==> config.mk <==
export PLATFORM = sky130hd
export DESIGN_NAME = lens_undistort_gen
export DESIGN_NICKNAME = d
export VERILOG_FILES = /design/src/rtl/lens_pkg.sv /design/src/rtl/lens_coord_tracker.sv /design/src/rtl/lens_radius_scaler.sv /design/src/rtl/lens_mag_table.sv /design/src/rtl/lens_coord_scaler.sv /design/src/rtl/lens_undistort_gen.sv
export SDC_FILE = /design/constraint.sdc
export NUM_CORES = 1
export LEC_CHECK = 0
export BUFFER_PORTS_ARGS = -buffer_cell sky130_fd_sc_hd__buf_2
export CELL_PAD_IN_SITES_DETAIL_PLACEMENT = 1
export CELL_PAD_IN_SITES_GLOBAL_PLACEMENT = 2
export CORE_ASPECT_RATIO = 1.25
export CORE_MARGIN = 2
export CORE_UTILIZATION = 30
export DETAILED_ROUTE_END_ITERATION = 8
export GPL_ROUTABILITY_DRIVEN = 0
export GPL_TIMING_DRIVEN = 1
export PLACE_DENSITY = 0.65
export SYNTH_ARGS = -nofsm -noshare
export SYNTH_HDL_FRONTEND = slang
export SYNTH_SLANG_ARGS = --single-unit
==> constraint.sdc <==
create_clock -name clk -period 15.7 [get_ports clk]
set_clock_uncertainty 0.1 [all_clocks]
set_input_delay 2.355 -clock clk [delete_from_list [all_inputs] [get_ports clk]]
set_output_delay 2.355 -clock clk [all_outputs]
set_load 0.05 [all_outputs]
==> src/rtl/lens_pkg.sv <==
package lens_pkg;

    // Default geometry and number formats
    localparam int DEF_CW   = 8;   // coordinate width (signed)
    localparam int DEF_COLS = 32;  // visible columns
    localparam int DEF_ROWS = 24;  // visible rows
    localparam int DEF_KW   = 8;   // coefficient width (signed)
    localparam int DEF_RSH  = 4;   // radius scale shift
    localparam int DEF_IW   = 5;   // table index bits
    localparam int DEF_FW   = 4;   // interpolation weight bits
    localparam int DEF_MF   = 10;  // magnification fraction bits

    // Raster tracker action for one cycle
    typedef enum logic [1:0] {
        ACT_HOLD = 2'd0,
        ACT_STEP = 2'd1,
        ACT_WRAP = 2'd2
    } track_act_e;

    // Magnification table entry: 2^mf * n / (n + i), n = 2^iw
    function automatic int mag_entry(input int i, input int iw, input int mf);
        longint n;
        longint num;
        n   = longint'(1) << iw;
        num = (longint'(1) << mf) * n;
        return int'(num / (n + longint'(i)));
    endfunction

    // Square of a small integer, used for reset constants
    function automatic int sq(input int v);
        return v * v;
    endfunction

endpackage

==> src/rtl/lens_coord_tracker.sv <==
module lens_coord_tracker
    import lens_pkg::*;
#(
    parameter int CW   = DEF_CW,
    parameter int SQW  = 2 * DEF_CW,
    parameter int COLS = DEF_COLS,
    parameter int ROWS = DEF_ROWS
) (
    input  logic                  clk,
    input  logic                  rst,
    input  logic                  vis_i,
    input  logic                  eol_i,
    output logic signed [CW-1:0]  x_o,
    output logic signed [CW-1:0]  y_o,
    output logic [SQW-1:0]        sx_o,
    output logic [SQW-1:0]        sy_o
);

    localparam logic signed [CW-1:0] X0  = CW'(-(COLS / 2));
    localparam logic signed [CW-1:0] Y0  = CW'(-(ROWS / 2));
    localparam logic [SQW-1:0]       SX0 = SQW'(sq(COLS / 2));
    localparam logic [SQW-1:0]       SY0 = SQW'(sq(ROWS / 2));

    track_act_e act;
    logic signed [SQW-1:0] x_ext;
    logic signed [SQW-1:0] y_ext;
    logic [SQW-1:0]        sx_next;
    logic [SQW-1:0]        sy_next;

    always_comb begin
        if (eol_i)
            act = ACT_WRAP;
        else if (vis_i)
            act = ACT_STEP;
        else
            act = ACT_HOLD;
    end

    // Running squares: (n+1)^2 = n^2 + 2n + 1
    assign x_ext   = {{(SQW-CW){x_o[CW-1]}}, x_o};
    assign y_ext   = {{(SQW-CW){y_o[CW-1]}}, y_o};
    assign sx_next = sx_o + SQW'(x_ext <<< 1) + SQW'(1);
    assign sy_next = sy_o + SQW'(y_ext <<< 1) + SQW'(1);

    always_ff @(posedge clk) begin
        if (rst) begin
            x_o  <= X0;
            y_o  <= Y0;
            sx_o <= SX0;
            sy_o <= SY0;
        end else begin
            unique case (act)
                ACT_WRAP: begin
                    x_o  <= X0;
                    sx_o <= SX0;
                    y_o  <= y_o + CW'(1);
                    sy_o <= sy_next;
                end
                ACT_STEP: begin
                    x_o  <= x_o + CW'(1);
                    sx_o <= sx_next;
                end
                default: begin
                    x_o  <= x_o;
                    sx_o <= sx_o;
                end
            endcase
        end
    end

    // visible pixel steps x only
    a_r2_x_step: assert property (@(posedge clk) disable iff (rst)
        (vis_i && !eol_i) |=> (x_o == $past(x_o) + CW'(1)) && (y_o == $past(y_o)));

    // idle cycle holds the position
    a_r2_hold: assert property (@(posedge clk) disable iff (rst)
        (!vis_i && !eol_i) |=> $stable(x_o) && $stable(y_o));

    // end of row wraps x and advances y
    a_r3_row_wrap: assert property (@(posedge clk) disable iff (rst)
        eol_i |=> (x_o == X0) && (y_o == $past(y_o) + CW'(1)));

    // incremental squares agree with direct squares
    a_r4_sq_track: assert property (@(posedge clk) disable iff (rst)
        (sx_o == SQW'(x_ext * x_ext)) && (sy_o == SQW'(y_ext * y_ext)));

endmodule

==> src/rtl/lens_radius_scaler.sv <==
module lens_radius_scaler
    import lens_pkg::*;
#(
    parameter int SQW = 2 * DEF_CW,
    parameter int K_W = DEF_KW,
    parameter int RSH = DEF_RSH,
    parameter int IW  = DEF_IW,
    parameter int FW  = DEF_FW
) (
    input  logic                  clk,
    input  logic                  rst,
    input  logic [SQW-1:0]        sx_i,
    input  logic [SQW-1:0]        sy_i,
    input  logic signed [K_W-1:0] k_i,
    output logic [IW+FW-1:0]      u_o
);

    localparam int UW = IW + FW;
    localparam int PW = SQW + 2 + K_W;
    localparam logic signed [PW-1:0] UMAX_S = PW'((2 ** UW) - 1);

    logic [SQW:0]          rsum;
    logic signed [PW-1:0]  rprod;
    logic signed [PW-1:0]  rshr;
    logic [UW-1:0]         u_next;

    assign rsum  = {1'b0, sx_i} + {1'b0, sy_i};
    assign rprod = $signed({1'b0, rsum}) * k_i;
    assign rshr  = rprod >>> RSH;

    always_comb begin
        if (rshr < 0)
            u_next = '0;
        else if (rshr > UMAX_S)
            u_next = UMAX_S[UW-1:0];
        else
            u_next = rshr[UW-1:0];
    end

    always_ff @(posedge clk) begin
        if (rst)
            u_o <= '0;
        else
            u_o <= u_next;
    end

    // non-positive coefficient leaves the radius at zero
    a_r4_nonpos_k: assert property (@(posedge clk) disable iff (rst)
        (k_i <= 0) |=> (u_o == '0));

    // zero radius sum gives zero scaled radius
    a_r4_centre: assert property (@(posedge clk) disable iff (rst)
        (rsum == '0) |=> (u_o == '0));

endmodule

==> src/rtl/lens_mag_table.sv <==
module lens_mag_table
    import lens_pkg::*;
#(
    parameter int IW = DEF_IW,
    parameter int FW = DEF_FW,
    parameter int MF = DEF_MF
) (
    input  logic              clk,
    input  logic              rst,
    input  logic [IW+FW-1:0]  u_i,
    output logic [MF:0]       mag_o
);

    localparam int NT = 2 ** IW;
    localparam int DW = MF + FW + 1;

    logic [MF:0]   tab [NT+1];
    logic [IW-1:0] idx;
    logic [IW:0]   idx_nx;
    logic [FW-1:0] frac;

    logic [MF:0]   lo_q;
    logic [MF:0]   hi_q;
    logic [FW-1:0] f_q;
    logic [MF:0]   diff;
    logic [DW-1:0] dmul;
    logic [DW-1:0] corr;

    // Table computed from the reciprocal law at elaboration
    for (genvar g = 0; g <= NT; g++) begin : g_tab
        assign tab[g] = (MF+1)'(mag_entry(g, IW, MF));
    end

    assign idx    = u_i[IW+FW-1:FW];
    assign frac   = u_i[FW-1:0];
    assign idx_nx = {1'b0, idx} + (IW+1)'(1);

    // Cycle 1 of the lookup: read both neighbours
    always_ff @(posedge clk) begin
        if (rst) begin
            lo_q <= '0;
            hi_q <= '0;
            f_q  <= '0;
        end else begin
            lo_q <= tab[idx];
            hi_q <= tab[idx_nx];
            f_q  <= frac;
        end
    end

    // Cycle 2 of the lookup: blend toward the next entry
    assign diff = lo_q - hi_q;
    assign dmul = DW'(diff) * DW'(f_q);
    assign corr = dmul >> FW;

    always_ff @(posedge clk) begin
        if (rst)
            mag_o <= '0;
        else
            mag_o <= lo_q - corr[MF:0];
    end

    // neighbouring entries never increase
    a_r5_monotone: assert property (@(posedge clk) disable iff (rst)
        lo_q >= hi_q);

    // blended value lies between its two entries
    a_r6_between: assert property (@(posedge clk) disable iff (rst)
        1'b1 |=> (mag_o <= $past(lo_q)) && (mag_o >= $past(hi_q)));

    // zero weight returns the lower entry unchanged
    a_r6_exact: assert property (@(posedge clk) disable iff (rst)
        (f_q == '0) |=> (mag_o == $past(lo_q)));

endmodule

==> src/rtl/lens_coord_scaler.sv <==
module lens_coord_scaler
    import lens_pkg::*;
#(
    parameter int CW   = DEF_CW,
    parameter int MF   = DEF_MF,
    parameter int XDLY = 3,
    parameter int LAT  = 4
) (
    input  logic                  clk,
    input  logic                  rst,
    input  logic signed [CW-1:0]  x_i,
    input  logic signed [CW-1:0]  y_i,
    input  logic                  vis_i,
    input  logic [MF:0]           mag_i,
    output logic signed [CW-1:0]  cx_o,
    output logic signed [CW-1:0]  cy_o,
    output logic                  vld_o
);

    localparam int PW = MF + 2 + CW;

    logic signed [CW-1:0] xd [XDLY];
    logic signed [CW-1:0] yd [XDLY];
    logic [LAT-1:0]       vpipe;
    logic signed [PW-1:0] px;
    logic signed [PW-1:0] py;
    logic signed [PW-1:0] px_s;
    logic signed [PW-1:0] py_s;

    // Coordinate delay line, aligns x and y with their magnification
    always_ff @(posedge clk) begin
        if (rst) begin
            for (int i = 0; i < XDLY; i++) begin
                xd[i] <= '0;
                yd[i] <= '0;
            end
        end else begin
            xd[0] <= x_i;
            yd[0] <= y_i;
            for (int i = 1; i < XDLY; i++) begin
                xd[i] <= xd[i-1];
                yd[i] <= yd[i-1];
            end
        end
    end

    assign px   = $signed({1'b0, mag_i}) * xd[XDLY-1];
    assign py   = $signed({1'b0, mag_i}) * yd[XDLY-1];
    assign px_s = px >>> MF;
    assign py_s = py >>> MF;

    always_ff @(posedge clk) begin
        if (rst) begin
            cx_o  <= '0;
            cy_o  <= '0;
            vpipe <= '0;
        end else begin
            cx_o  <= px_s[CW-1:0];
            cy_o  <= py_s[CW-1:0];
            vpipe <= {vpipe[LAT-2:0], vis_i};
        end
    end

    assign vld_o = vpipe[LAT-1];

    // a magnification of at most one never grows |x| and keeps the sign
    a_r7_x_neg: assert property (@(posedge clk) disable iff (rst)
        (xd[XDLY-1] < 0) |=> (cx_o >= $past(xd[XDLY-1])) && (cx_o <= 0));

    a_r7_x_pos: assert property (@(posedge clk) disable iff (rst)
        (xd[XDLY-1] >= 0) |=> (cx_o >= 0) && (cx_o <= $past(xd[XDLY-1])));

    // unity magnification passes y through untouched
    a_r7_y_unity: assert property (@(posedge clk) disable iff (rst)
        (mag_i == (MF+1)'(2 ** MF)) |=> (cy_o == $past(yd[XDLY-1])));

endmodule

==> src/rtl/lens_undistort_gen.sv <==
module lens_undistort_gen
    import lens_pkg::*;
#(
    parameter int CW   = DEF_CW,
    parameter int COLS = DEF_COLS,
    parameter int ROWS = DEF_ROWS,
    parameter int K_W  = DEF_KW,
    parameter int RSH  = DEF_RSH,
    parameter int IW   = DEF_IW,
    parameter int FW   = DEF_FW,
    parameter int MF   = DEF_MF
) (
    input  logic                  clk,
    input  logic                  rst,
    input  logic                  pix_vis_i,
    input  logic                  row_end_i,
    input  logic signed [K_W-1:0] coef_k_i,
    output logic signed [CW-1:0]  src_x_o,
    output logic signed [CW-1:0]  src_y_o,
    output logic                  src_vld_o
);

    localparam int SQW  = 2 * CW;
    localparam int XDLY = 3;
    localparam int LAT  = XDLY + 1;

    logic signed [CW-1:0] pos_x;
    logic signed [CW-1:0] pos_y;
    logic [SQW-1:0]       sq_x;
    logic [SQW-1:0]       sq_y;
    logic [IW+FW-1:0]     rad_u;
    logic [MF:0]          mag;

    lens_coord_tracker #(
        .CW(CW), .SQW(SQW), .COLS(COLS), .ROWS(ROWS)
    ) u_track (
        .clk(clk), .rst(rst),
        .vis_i(pix_vis_i), .eol_i(row_end_i),
        .x_o(pos_x), .y_o(pos_y), .sx_o(sq_x), .sy_o(sq_y)
    );

    lens_radius_scaler #(
        .SQW(SQW), .K_W(K_W), .RSH(RSH), .IW(IW), .FW(FW)
    ) u_rad (
        .clk(clk), .rst(rst),
        .sx_i(sq_x), .sy_i(sq_y), .k_i(coef_k_i), .u_o(rad_u)
    );

    lens_mag_table #(
        .IW(IW), .FW(FW), .MF(MF)
    ) u_mag (
        .clk(clk), .rst(rst), .u_i(rad_u), .mag_o(mag)
    );

    lens_coord_scaler #(
        .CW(CW), .MF(MF), .XDLY(XDLY), .LAT(LAT)
    ) u_scale (
        .clk(clk), .rst(rst),
        .x_i(pos_x), .y_i(pos_y), .vis_i(pix_vis_i), .mag_i(mag),
        .cx_o(src_x_o), .cy_o(src_y_o), .vld_o(src_vld_o)
    );

    // Cycles since reset, saturating, so the latency check never reads reset-time inputs
    logic [2:0] since_rst;
    always_ff @(posedge clk) begin
        if (rst)
            since_rst <= '0;
        else if (since_rst != 3'd7)
            since_rst <= since_rst + 3'd1;
    end

    // valid follows the visible flag four cycles later
    a_r8_latency: assert property (@(posedge clk) disable iff (rst)
        (since_rst >= 3'd4) |-> (src_vld_o == $past(pix_vis_i, 4)));

    // nothing valid in the first cycles after reset
    a_r1_quiet: assert property (@(posedge clk) disable iff (rst)
        (since_rst < 3'd4) |-> !src_vld_o);

endmodule

-- Yosys cells after proc, flatten, opt, wreduce, memory -nomap -nowiden
Memory sizes are Yosys's and may differ from the RTL's. A register that Yosys moved wholly into a read port is not among the register bits.
Cells that the tools add are included.
- bits in read-only memories: 1408
- output and inout port bits: 17
- memories: 4
- register bits after elaboration: 92
- word-level logic and storage cells: 56
- bits of input ports: 12
- memory bits (writable): 48
- equal/unequal tests: 2
- $lt $le $gt $ge: 2
- add/subtract/negate cells: 10
- multipliers: 4
- bitwise operators: 8
- reductions and logical operators: 2
- muxes and demuxes: 14
- memory list (name ; depth ; width ; rd ports ; clocked after memory_dff ; wr ports ; RTL line ; text):
    (name not given) ; 64 ; 11 ; 1 ; 1 ; 0 ; lens_mag_table.sv:45 ; lo_q <= tab[idx];
    (name not given) ; 64 ; 11 ; 1 ; 1 ; 0 ; lens_mag_table.sv:46 ; hi_q <= tab[idx_nx];
    u_scale.xd ; 3 ; 8 ; 3 ; 0 ; 3 ; lens_coord_scaler.sv:22 ; logic signed [CW-1:0] xd [XDLY];
    u_scale.yd ; 3 ; 8 ; 3 ; 0 ; 3 ; lens_coord_scaler.sv:23 ; logic signed [CW-1:0] yd [XDLY];
- operators by type and width (cell ; number):
    two-way mux 8 bit ; 6
    multiplier 12 x 8 -> 18 bit ; 2
    adder 16 x 1 -> 16 bit (second input constant) ; 2
    adder 16 bit ; 2
    case mux 16 bit (2 select lines) ; 1
    multiplier 18 x 8 -> 26 bit ; 1
    greater-than comparator 22 x 10 -> 1 bit (second input constant) ; 1
    < comparator 22 x 1 -> 1 bit (second input constant) ; 1
    subtractor 11 bit ; 2
    adder 16 x 16 -> 17 bit ; 1
    adder 8 x 2 -> 8 bit (second input constant) ; 2
    case mux 8 bit (2 select lines) ; 1
    multiplier 11 x 4 -> 15 bit ; 1
    two-way mux 9 bit ; 1
    NOT 6 -> 7 bit ; 1
    adder 5 x 1 -> 6 bit (second input constant) ; 1
    NOT 5 -> 6 bit ; 1
    OR 1 bit ; 6
    two-way mux 1 bit ; 4
    equality test 2 x 1 -> 1 bit (second input constant) ; 1
    equality test 2 bit (second input constant) ; 1
    two-way mux 2 bit ; 1
    nonzero test 2 bit ; 1
    OR reduction 2 bit ; 1

-- Depth between registers and ports, before layout
- depth in word-level cells: 4
- depth in mapped cells: 30
- gate-level depth less buffers: 29

-- Hierarchy
Synthesis repeated with hierarchy kept, for this count alone.
- cells, all modules: 2378
- area, all modules: 20445.9 um^2
- by module, submodules not included (module ; area each (um^2) ; seq. area each (um^2) ; cells each ; times used):
    lens_coord_scaler ; 7329.5 ; 1361.3 ; 783 ; 1
    lens_radius_scaler ; 5913.2 ; 180.2 ; 717 ; 1
    lens_mag_table ; 4093.9 ; 740.7 ; 512 ; 1
    lens_coord_tracker ; 3109.2 ; 960.9 ; 366 ; 1

-- Least setup slack after synthesis
OpenSTA, ideal clock, no wires.
- path type: input to register
- start point: in coef_k_i[7]
- end point: reg u_rad.u_o[0]
- path buffers: 1
- arrival time: 7.150 ns
- cell stages on the path: 18
- path slack: 8.298 ns
- library setup time: 0.152 ns
- data required time: 15.448 ns
- cell sequence: inv_1 -> clkbuf_1 -> nor2_1 -> fa_1 -> inv_1 -> fa_1 -> fa_1 -> inv_1 -> fa_1 -> ha_1 -> and3_4 -> a221oi_4 -> nand3_2 -> a221o_1 -> nor3_2 -> a31oi_1 -> nor4_4 -> a41oi_1
- word-level cells in the longest chain between the ends: 3
- elaborated cells between the ends (all ways): 5
- those cells by class: mul (1); order compare (2); mux (1); reduce/logical (1)
- RTL lines (item ; RTL line ; text):
    start: declaration ; lens_undistort_gen.sv:17 ; input logic signed [K_W-1:0] coef_k_i,
    multiplier 18 x 8 -> 26 bit (*) ; lens_radius_scaler.sv:28 ; assign rprod = $signed({1'b0, rsum}) * k_i;
    greater-than comparator 22 x 10 -> 1 bit / < comparator 22 x 1 -> 1 bit (equally long branches) ; lens_radius_scaler.sv:34, lens_radius_scaler.sv:32 ;
    two-way mux 9 bit / OR reduction 2 bit (equally long branches) ; - ;
    end signal: assignment ; lens_radius_scaler.sv:44 ; u_o <= u_next;
    end: declaration ; lens_radius_scaler.sv:15 ; output logic [IW+FW-1:0] u_o
Mark *: on every way between the ends. The rest lies on a longest branch, timed or not.
A chain may end at the register's enable or synchronous reset.

-- Worst setup path in the final report
- start point: reg u_track.sy_o[0]
- end point: reg u_rad.u_o[2]
- word-level cells in the longest chain between the ends: 4
- elaborated cells between the ends (all ways): 6
- those cells by class: add/sub (1); mul (1); order compare (2); mux (1); reduce/logical (1)
- RTL lines (item ; RTL line ; text):
    start: declaration ; lens_coord_tracker.sv:16 ; output logic [SQW-1:0] sy_o
    start signal: assignment ; lens_coord_tracker.sv:57 ; sy_o <= sy_next;
    adder 16 x 16 -> 17 bit (*) ; lens_radius_scaler.sv:27 ; assign rsum = {1'b0, sx_i} + {1'b0, sy_i};
    multiplier 18 x 8 -> 26 bit (*) ; lens_radius_scaler.sv:28 ;
    greater-than comparator 22 x 10 -> 1 bit / < comparator 22 x 1 -> 1 bit (equally long branches) ; lens_radius_scaler.sv:34, lens_radius_scaler.sv:32 ;
    two-way mux 9 bit / OR reduction 2 bit (equally long branches) ; - ;
Marked as above.

==> results by group <==
STA
  – Final slew viol count: 0
  – Maximum clock frequency: between 100 and 150 MHz
  – Final worst-path cycle share: 0.486
  – Final WS setup: roughly 8.1 ns
  – Worst slew pin tran: approximately 0.85 ns
  – Setup violators final: 0
  – Post-layout minimum cycle time: about 7.6 ns
  – WHS: between 0.3 and 0.4 ns
  – Final Hold Viols: 0
  – Slew HR: 0.427
  – RSZ-0062 raised after global routing: no
  – Setup TNS Final: 0 ns

CTS
  – Post-CTS setup buffers: 0
  – Post-CTS Resized: 0
  – TritonCTS Buffers: 17
  – Latest clock arrival within the worst-skew pair: around 0.48 ns
  – # hold bufs at CTS: 0
  – CTS tree: yes
  – H-tree Lvls: 4
  – Clock root buffer: clkbuf_16
  – Clock Sinks: 162
  – Clock buffer depth: 2
  – Clock-pin slew on the worst setup and hold paths: 0.07 ns

Placement
  – Placed wire-length estimate: ~40000 µm
  – Placed Area: around 0.02 mm²
  – Placed cell count: approximately 3000
  – Pre-CTS setup slack: roughly 7.6 ns
  – Number of port buffers: 28

Critical path
  – Worst EP required: about 16 ns
  – CP Launch Type: flip-flop
  – Slowest cell delay on critical path: 0.59 ns
  – CP most frequent cell: fa_1
  – Critical path fanouts, max: 9
  – Critical path endpoint category: flip-flop
  – Worst Path Class, Setup: flip-flop to flip-flop
  – Worst path slowest cell: a21oi_1
  – WP data arrival: just under 8 ns
  – Worst path buffer plus inverter count: 3
  – Crit-path leading delay family: compound AO/OA/AOI/OAI gates
  – Worst R2R Setup Slack: between 8 and 9 ns

Logic synthesis
  – Share of the synthesized area in the top cell type: 0.222
  – Register bit count reported by yosys: between 150 and 200
  – Area leader, netlist: fa_1
  – Most frequent cell after synthesis: inv_1
  – Avg Cell Area, Syn: between 8 and 9 µm²
  – Main synth FF type: dfxtp_1
  – Sequential element share of the synthesized area: 0.165
  – Syn_nets: 2744
  – Cells after Synth: roughly 2300
  – Yosys warning count: 0
  – Fraction of registers with async set/reset: 0
  – Syn Std Cell Area: ~0.020 mm²
  – EDFF count, synth: 0
  – Leading post-synthesis cells by cell area: fa_1 22%, dfxtp_1 17%, ha_1 15%
  – Top cells by count, synth: 337 x inv_1, 234 x ha_1, 218 x fa_1
  – Unique masters post-synth: a little under 80

Finish
  – Fin util: 0.328
  – Fill cells: about 7700
  – Non-Filler Instances: approximately 3100
  – Fin nets: about 2700
  – Multi-input gate area: 0.0148 mm²
  – Register area: between 0.003 and 0.004 mm²
  – # diodes: 0
  – Design area: roughly 0.021 mm²
  – Area grow syn2layout: 7.85%
  – Layout cells sized above 1: 0.0401

Route
  – Routed len/inst: between 15 and 20 µm
  – Vias: between 15000 and 20000
  – Initial DRT Pass Iterations: 4
  – Final wirelength: 49300 µm
  – Routed Antenna Nets: 0
  – DRT iter0 DRCs: 543
  – DRC viols: 0
  – Vias/cell: slightly below 5

Pwr
  – Peak supply drop: 0.146 mV
  – PwrDens: approximately 180 mW/mm²
  – P_sw: around 2.0 mW
  – Int Power: 1.87 mW
  – Clock share of power: 0.112
  – Leakage: between 10 and 15 nW
  – Logic pwr share: 0.740
  – Seq pwr share: 0.148
  – Final Power: just under 4 mW
  – Switch share: 0.516

Floorplanning
  – IO Pins: 29
  – Initial core utilization: 0.304
  – Die Ht: ~290 µm
  – Die W: approximately 230 µm
  – Core Box Area: ~0.065 mm²
  – Rows: 104
  – Die area: about 0.068 mm²

Global routing
  – First-pass GRT wire length: 83800 µm
  – Initial antenna violation count: 0
  – Largest net degree at the start of global routing: between 60 and 70
  – Grt ovf: 0
  – Global Route Usage Sum: 0.154
  – Vias in the first global route: between 15000 and 20000

Flow run
  – # Max-Cap Violations: 0

Run status
  – Status: finished clean

Worst hold path
  – Worst min path class: flip-flop to flip-flop
==> flip-flops by register name, indices dropped and copies added, names as in the netlist <==
name and flops:
u_mag.f_q 4, u_mag.hi_q 11, u_mag.lo_q 11, u_mag.mag_o 11, u_rad.u_o 9, u_scale.cx_o 8
u_scale.cy_o 8, u_scale.vpipe 4, u_scale.xd 24, u_scale.yd 24, u_track.sx_o 16, u_track.sy_o 16
u_track.x_o 8, u_track.y_o 8
==> cell type report <==
cell class	instances	share of cell area
repair buffers	34	0.00887
multi-input cells	1701	0.700
inverters	339	0.0601
clock inverters	14	0.00739
flip-flops and latches	162	0.153
well taps	848	0.0501
clock buffers	18	0.0207
==> power groups by stage <==
stage	registers [mW]	logic (mW)	clock network (mW)
detailed placement	0.587	2.90	0
floorplan	0.529	2.27	0
global placement	0.586	2.86	0
finish	0.571	2.85	0.430
CTS	0.578	2.93	0.447
global route	0.586	3.31	0.465
==> final timing paths <==
check                      endpoint  depth (start not counted)              from
setup reg to reg       u_rad.u_o[2]                         26   u_track.sy_o[0]
hold / removal    u_scale.xd[0][12]                          1  u_scale.xd[0][4]
setup / recovery       u_rad.u_o[2]                         26   u_track.sy_o[0]
hold reg to reg   u_scale.xd[0][12]                          1  u_scale.xd[0][4]
==> cell families (layout without fill, tap and decap cells) <==
| group | count (synthesis) | in the layout | share of synthesized area |
|---|---|---|---|
| adders and majority gates | 452 | 452 | 0.372 |
| and+or+nand+nor | 782 | 782 | 0.207 |
| muxes | 34 | 34 | 0.0187 |
| AOI/OAI and AO/OA | 328 | 328 | 0.110 |
| buffers and inverters | 417 | 405 | 0.0803 |
| xor gates and xnor gates | 105 | 105 | 0.0469 |
| DFF | 162 | 162 | 0.165 |
==> per-layer routing <==
metal,track usage,routed length [µm],vias up,part of all wire
met1,0.184,21300,7551,0.43
met2,0.286,26300,106,0.53
met3,0.0189,821,33,0.017
met4,0.0395,837,0,0.017
met5,0,0,-,0
li1,-,-,7334,-
==> cells in the final DEF, fill, tap and decap left out, types with 26 or more instances in the layout <==
cell type  Yosys  layout
nand3_1       39      39
o21ai_0       60      60
nand2_1      175     175
ha_1         234     234
fa_1         218     218
xor2_1        46      46
nor2b_1       79      79
mux2i_1       30      30
nor2_1       156     156
inv_1        337     337
a21o_1        34      34
nor3_1        26      26
xnor2_1       59      59
dfxtp_1      162     162
buf_2          0      27
a21oi_1       87      87
nand2b_1      42      42
and2_1       192     192
==> worst reg2reg max path, stage by stage, from the launching register on <==
cell and delay (ns):
dfxtp_1 0.44, ha_1 0.21, inv_1 0.05, fa_1 0.39, nor2b_1 0.13, o21a_1 0.15
o21ai_1 0.10, a31o_2 0.28, a21boi_1 0.33, o2111ai_1 0.16, a21oi_1 0.59, and2_1 0.25
fa_1 0.45, fa_1 0.48, fa_1 0.58, inv_1 0.06, fa_1 0.53, inv_1 0.04
ha_1 0.37, a21o_1 0.19, a21o_1 0.17, a21o_1 0.21, a31oi_1 0.22, o21ai_1 0.14
mux2i_1 0.15, a311oi_2 0.58, a41oi_1 0.11
(Power assumes the default switching activity.)
